File: config.mk
export PLATFORM = sky130hd
export DESIGN_NAME = epv_scan
export DESIGN_NICKNAME = d
export VERILOG_FILES = /design/src/rtl/epv_pkg.sv /design/src/rtl/epv_len_calc.sv /design/src/rtl/epv_byte_chk.sv /design/src/rtl/epv_scan.sv
export SDC_FILE = /design/constraint.sdc
export NUM_CORES = 1
export LEC_CHECK = 0
export BUFFER_PORTS_ARGS = -buffer_cell sky130_fd_sc_hd__buf_2
export CAP_MARGIN = 15
export CORE_AREA = 2 2 92 94
export CTS_CLUSTER_SIZE = 16
export DETAILED_ROUTE_END_ITERATION = 7
export DIE_AREA = 0 0 94 96
export PLACE_DENSITY = 0.73
export SLEW_MARGIN = 0
export SYNTH_ARGS = -nofsm -noshare
export SYNTH_HDL_FRONTEND = slang
export SYNTH_SLANG_ARGS = --single-unit
File: constraint.sdc
create_clock -name clk_i -period 2.7 [get_ports clk_i]
set_clock_uncertainty 0.2 [all_clocks]
set_input_delay 0.405 -clock clk_i [delete_from_list [all_inputs] [get_ports clk_i]]
set_output_delay 0.405 -clock clk_i [all_outputs]
set_load 0.01 [all_outputs]
File: src/rtl/epv_pkg.sv
package epv_pkg;
  typedef enum logic [1:0] {
    OP_POLL = 2'd0,
    OP_XFER = 2'd1,
    OP_READ = 2'd2
  } cmd_op_e;

  typedef enum logic [2:0] {
    S_IDLE,
    S_XPOLL,
    S_XFER,
    S_RPOLL,
    S_READ
  } scan_st_e;
endpackage

File: src/rtl/epv_len_calc.sv
module epv_len_calc #(
  parameter int FACT_W = 3,
  parameter int LEN_W  = FACT_W + 9
) (
  input  logic [FACT_W-1:0] fac_i,
  output logic [LEN_W-1:0]  len_o
);
  logic [LEN_W-1:0] f_ext;
  assign f_ext = LEN_W'(fac_i);
  // 264 = 256 + 8
  assign len_o = (f_ext << 8) + (f_ext << 3);
endmodule

File: src/rtl/epv_byte_chk.sv
module epv_byte_chk #(
  parameter int                 DATA_W = 8,
  parameter logic [DATA_W-1:0]  ERASED = '1
) (
  input  logic [DATA_W-1:0] byte_i,
  output logic              erased_o
);
  assign erased_o = (byte_i == ERASED);
endmodule

File: src/rtl/epv_scan.sv
module epv_scan
  import epv_pkg::*;
#(
  parameter int PAGE_W = 13,
  parameter int PB_W   = 4,
  parameter int FACT_W = 3,
  parameter int ADDR_W = 24,
  parameter int DATA_W = 8,
  localparam int LEN_W = FACT_W + 9
) (
  input  logic              clk_i,
  input  logic              rst_ni,
  input  logic              start_i,
  input  logic [PAGE_W-1:0] page_i,
  input  logic              buf_sel_i,
  input  logic [PB_W-1:0]   page_bits_i,
  input  logic [FACT_W-1:0] size_fac_i,
  output logic              cmd_req_o,
  output logic [1:0]        cmd_op_o,
  output logic              cmd_buf_o,
  output logic [ADDR_W-1:0] cmd_addr_o,
  input  logic              cmd_done_i,
  input  logic [DATA_W-1:0] cmd_rdata_i,
  output logic              busy_o,
  output logic              done_o,
  output logic              bad_o,
  output logic [LEN_W-1:0]  fail_off_o
);

  scan_st_e          st_q;
  logic [PAGE_W-1:0] page_q;
  logic              buf_q;
  logic [PB_W-1:0]   pb_q;
  logic [FACT_W-1:0] fac_q;
  logic [LEN_W-1:0]  off_q;
  logic [LEN_W-1:0]  len;
  logic              byte_ok;

  epv_len_calc #(.FACT_W(FACT_W), .LEN_W(LEN_W)) u_len (
    .fac_i (fac_q),
    .len_o (len)
  );

  epv_byte_chk #(.DATA_W(DATA_W), .ERASED('1)) u_chk (
    .byte_i   (cmd_rdata_i),
    .erased_o (byte_ok)
  );

  always_comb begin
    cmd_req_o  = (st_q != S_IDLE);
    cmd_buf_o  = buf_q;
    cmd_op_o   = OP_POLL;
    cmd_addr_o = '0;
    unique case (st_q)
      S_XFER: begin
        cmd_op_o   = OP_XFER;
        cmd_addr_o = ADDR_W'(page_q) << pb_q;
      end
      S_READ: begin
        cmd_op_o   = OP_READ;
        cmd_addr_o = ADDR_W'(off_q);
      end
      default: ;
    endcase
  end

  assign busy_o = (st_q != S_IDLE);

  always_ff @(posedge clk_i or negedge rst_ni) begin
    if (!rst_ni) begin
      st_q       <= S_IDLE;
      page_q     <= '0;
      buf_q      <= 1'b0;
      pb_q       <= '0;
      fac_q      <= '0;
      off_q      <= '0;
      done_o     <= 1'b0;
      bad_o      <= 1'b0;
      fail_off_o <= '0;
    end else begin
      done_o <= 1'b0;
      unique case (st_q)
        S_IDLE: if (start_i) begin
          page_q     <= page_i;
          buf_q      <= buf_sel_i;
          pb_q       <= page_bits_i;
          fac_q      <= size_fac_i;
          bad_o      <= 1'b0;
          fail_off_o <= '0;
          st_q       <= S_XPOLL;
        end
        S_XPOLL: if (cmd_done_i) st_q <= S_XFER;
        S_XFER: if (cmd_done_i) begin
          if (len == '0) begin
            done_o <= 1'b1;
            st_q   <= S_IDLE;
          end else begin
            off_q <= len - 1'b1;
            st_q  <= S_RPOLL;
          end
        end
        S_RPOLL: if (cmd_done_i) st_q <= S_READ;
        S_READ: if (cmd_done_i) begin
          if (!byte_ok) begin
            bad_o      <= 1'b1;
            fail_off_o <= off_q;
            done_o     <= 1'b1;
            st_q       <= S_IDLE;
          end else if (off_q == '0) begin
            done_o <= 1'b1;
            st_q   <= S_IDLE;
          end else begin
            off_q <= off_q - 1'b1;
            st_q  <= S_RPOLL;
          end
        end
        default: st_q <= S_IDLE;
      endcase
    end
  end

  // request held steady until completion
  a_r10_req_hold: assert property (@(posedge clk_i) disable iff (!rst_ni)
    cmd_req_o && !cmd_done_i |=> cmd_req_o && $stable(cmd_op_o) &&
                                 $stable(cmd_addr_o) && $stable(cmd_buf_o));

  // single-cycle result strobe
  a_r10_done_pulse: assert property (@(posedge clk_i) disable iff (!rst_ni)
    done_o |=> !done_o);

  // a read only follows a completed poll or continues itself
  a_r4_poll_before_read: assert property (@(posedge clk_i) disable iff (!rst_ni)
    cmd_req_o && cmd_op_o == OP_READ |->
      $past(cmd_req_o && cmd_op_o == OP_READ && !cmd_done_i) ||
      $past(cmd_req_o && cmd_op_o == OP_POLL && cmd_done_i));

  // read offsets stay inside the page
  a_r3_off_in_page: assert property (@(posedge clk_i) disable iff (!rst_ni)
    cmd_req_o && cmd_op_o == OP_READ |-> cmd_addr_o < ADDR_W'(len));

  // bad verdict only right after a non-erased read
  a_r5_bad_cause: assert property (@(posedge clk_i) disable iff (!rst_ni)
    done_o && bad_o |-> $past(cmd_done_i && cmd_op_o == OP_READ && cmd_rdata_i != '1));

  // no command issued in the strobe cycle
  a_r5_quiet_on_done: assert property (@(posedge clk_i) disable iff (!rst_ni)
    done_o |-> !cmd_req_o);

  // result stable while idle without start
  a_r8_hold: assert property (@(posedge clk_i) disable iff (!rst_ni)
    !busy_o && !start_i |=> $stable(bad_o) && $stable(fail_off_o));

endmodule

==> results.cfg <==
[status]
status = completed

[worst_setup_path]
crit_path_start_kind = register
required_ps = 2100
worstPathArrival_ps = 2050
path_cells = buf_4, mux2i_1, mux2i_1, mux2i_1, o21ai_0, buf_2
critPathKind = register to primary output
cp-end-kind = primary output
slowest_stage = dfrtp_2
r2r_setup_slack_ps = 240
worst-path-max-fanout = 8
critPathMaxStageDelay_ps = 490
cp_common_cell = mux2i_1

[worst_hold_path]
hold_class = primary input to register

[routing]
drtPass1Iterations = 5
via_per_inst = 5.54
ant_nets = 0
wl_per_cell_um = 16.5
drc = 0
drt_iter0_drc = 148
vias = 2740
drt_wl_total_um = 8180

[cells_and_area]
fin_cells = 495
n_fill_cell = 774
drive_gt1_share_pct = 42.3
diodes = 0
final_cell_area_um2 = 3860
area_delta_synth_final_pct = 22.8
layout.nets = 425

[pwr]
leakage_nw = 1.80
internal_power_mw = 2.75
vdd_drop_max_uv = 756
seq_power_share_pct = 30.6
powerDensity_nw_per_um2 = 1260
swShare_pct = 43.5
clockPowerShare_pct = 10.8
p_total_mw = 4.87
net-switching-power_mw = 2.12
p_comb_share_pct = 58.6

[timing]
report.final.slew_viol_count = 0
worst_slew_pin_slew_ps = 995
tns_ps = 0
hold_slack_ps = 105
max_slew_margin_pct = 33.6
min_period_over_period_pct = 98.3
fmax_mhz = 377
setup_viol = 0
final-hold-violation-count = 0
grt_setup_unrepaired = true
post-route-min-period_ps = 2650

[cts]
cts_max_level = 2
cts_inserted_buffers = 5
path_clk_slew_ps = 90
clk_path_buf_depth = 2
cts.sinks = 50
cts_root_buffer = clkbuf_8
cts_tree = built
clock_latency_ps = 300

[synthesis]
ys.flop_type = dfrtp_1
yosysSeqAreaShare_pct = 39.8
synthDistinctLibCells = 57
netlist_area_um2 = 3140
ys_async_sr_fraction_pct = 100
yosysWarnings = 0
avgSynthCellArea_um2 = 10.2
netlist_instances = 307
syn-num-nets = 343
ys_ff_latch = 50
synth_edf_count = 0

[die]
dieWidth_um = 94
core_um2 = 8050
die_h_um = 96
start_util_pct = 39.0
die_area_um2 = 9020
rows = 33
io_pins = 76

[grt]
grt_overflow = 0
grt_pass1_wl_um = 12900
grt_max_degree = 28
grt_pass1_vias = 2566
antenna_found_initial = 0
grt_use_total_pct = 18.3

[placement]
place_congestion = 0.922
portBuffers = 75
place_inst = 481
placed_area_um2 = 3640
hpwl_um = 6280

[job]
max-cap-violations = 0
==> cells in the final DEF, fill, tap and decap left out, types with 4 or more instances in the layout <==
cell and n:
dfrtp_2 4, buf_4 22, o21ai_0 13, nor2b_1 4, mux4_2 7, a22o_1 16, dfrtp_1 46, mux2_4 4
a22oi_1 4, mux2i_1 13, and2_1 4, nand4_1 4, mux2_2 21, nand3_1 6, nand2_1 21, clkbuf_8 5
a31oi_1 8, inv_1 10, a21oi_1 13, nor2_1 16, buf_2 75, o22ai_1 7, a21o_1 4
==> critical path, delay by kind of cell (launching register included) <==
kind	cells	cell delay, ps
mux	3	550
buf+inv	2	390
compound gates	1	320
flops	1	490
==> kinds of logic (layout without fill, tap and decap cells) <==
kind of cell | count (synthesis) | after routing | share of synthesized area (%)
AOI/OAI and AO/OA | 87 | 87 | 19.3
xor gates and xnor gates | 3 | 3 | 0.837
adders and majority gates | 3 | 3 | 1.20
buffers and inverters | 37 | 120 | 6.09
DFF | 50 | 50 | 39.8
muxes | 46 | 46 | 18.8
and+or+nand+nor | 81 | 81 | 13.9
==> cell usage after synthesis, types with 3 or more instances <==
master	instances	share of area, %
a21oi_1	14	2.2
nand2_1	22	2.6
a211oi_1	4	0.96
mux2i_1	14	4.5
nor3_1	3	0.48
xor2_1	3	0.84
clkbuf_1	9	1.1
nor2b_1	4	0.80
dfrtp_1	50	40
nand4_1	4	0.80
inv_1	11	1.3
buf_2	8	1.3
mux4_2	7	5.0
a22oi_1	4	0.96
mux2_2	22	7.9
mux2_4	3	1.4
buf_6	3	1.1
a31oi_1	8	1.6
and2_1	5	1.0
ha_1	3	1.2
a22o_1	16	4.5
o22ai_1	8	1.6
nor2_1	18	2.2
a21o_1	4	0.96
o21ai_0	15	2.4
nand3_1	6	0.96
==> per-stage QoR <==
stage          setup slack [ps]  utilization [%]
6_report                   47.0             47.9
5_1_grt                   -30.9             47.9
4_1_cts                    16.3             46.9
3_5_place_dp                178             45.2
3_3_place_gp                220             45.2
2_1_floorplan               428                -
==> power groups by stage <==
stage | Sequential [mW] | Clock [mW] | Combinational [mW]
finish | 1.49 | 0.526 | 2.85
global route | 1.54 | 0.570 | 3.10
CTS | 1.50 | 0.547 | 2.66
detailed placement | 1.52 | 0 | 2.63
global placement | 1.49 | 0 | 2.59
floorplan | 1.37 | 0 | 2.01
==> per-layer routing <==
metal | wire length [um] | part of all wire (%) | vias up | global-route usage (%)
li1 | - | - | 1306 | -
met1 | 3480 | 42 | 1318 | 23.2
met2 | 4140 | 51 | 110 | 32.7
met3 | 498 | 6.1 | 6 | 3.45
met4 | 63 | 0.77 | 0 | 3.62
met5 | 0 | 0 | - | 0
==> repair_timing <==
item | CTS | global route
pin swaps | 1 | 0
hold endpoints to repair | 25 | 0
hold buffers | 1 | 0
resized for setup | 3 | 19
setup endpoints to repair | 10 | 18
gates cloned | 0 | 0
buffers inserted | 1 | 4
==> final timing paths <==
path,from,to,cells after the start
setup reg to reg,st_q[2],fail_off_o[3],5
min in group asynchronous,rst_ni,fail_off_o[6],2
max in group asynchronous,rst_ni,st_q[1],3
setup / recovery,pb_q[1],cmd_addr_o[7],6
hold / removal,size_fac_i[0],fac_q[0],3
hold reg to reg,bad_o,bad_o,1
==> final cells by class <==
cell class	instances	area [um^2]	share of cell area [%]
clock buffers	6	72.6	1.88
clock inverters	2	37.5	0.973
inverters	13	53.8	1.40
multi-input cells	220	1740	45.2
flip-flops and latches	50	1260	32.6
well taps	105	131	3.41
repair buffers	99	562	14.6
==> state kept, by name, indices dropped and copies added (netlist names) <==
| register | count |
|---|---|
| pb_q | 4 |
| page_q | 13 |
| bad_o | 1 |
| done_o | 1 |
| st_q | 3 |
| fail_off_o | 12 |
| fac_q | 3 |
| off_q | 12 |
| cmd_buf_o | 1 |
No activity file was read; power rests on OpenSTA's default activity.
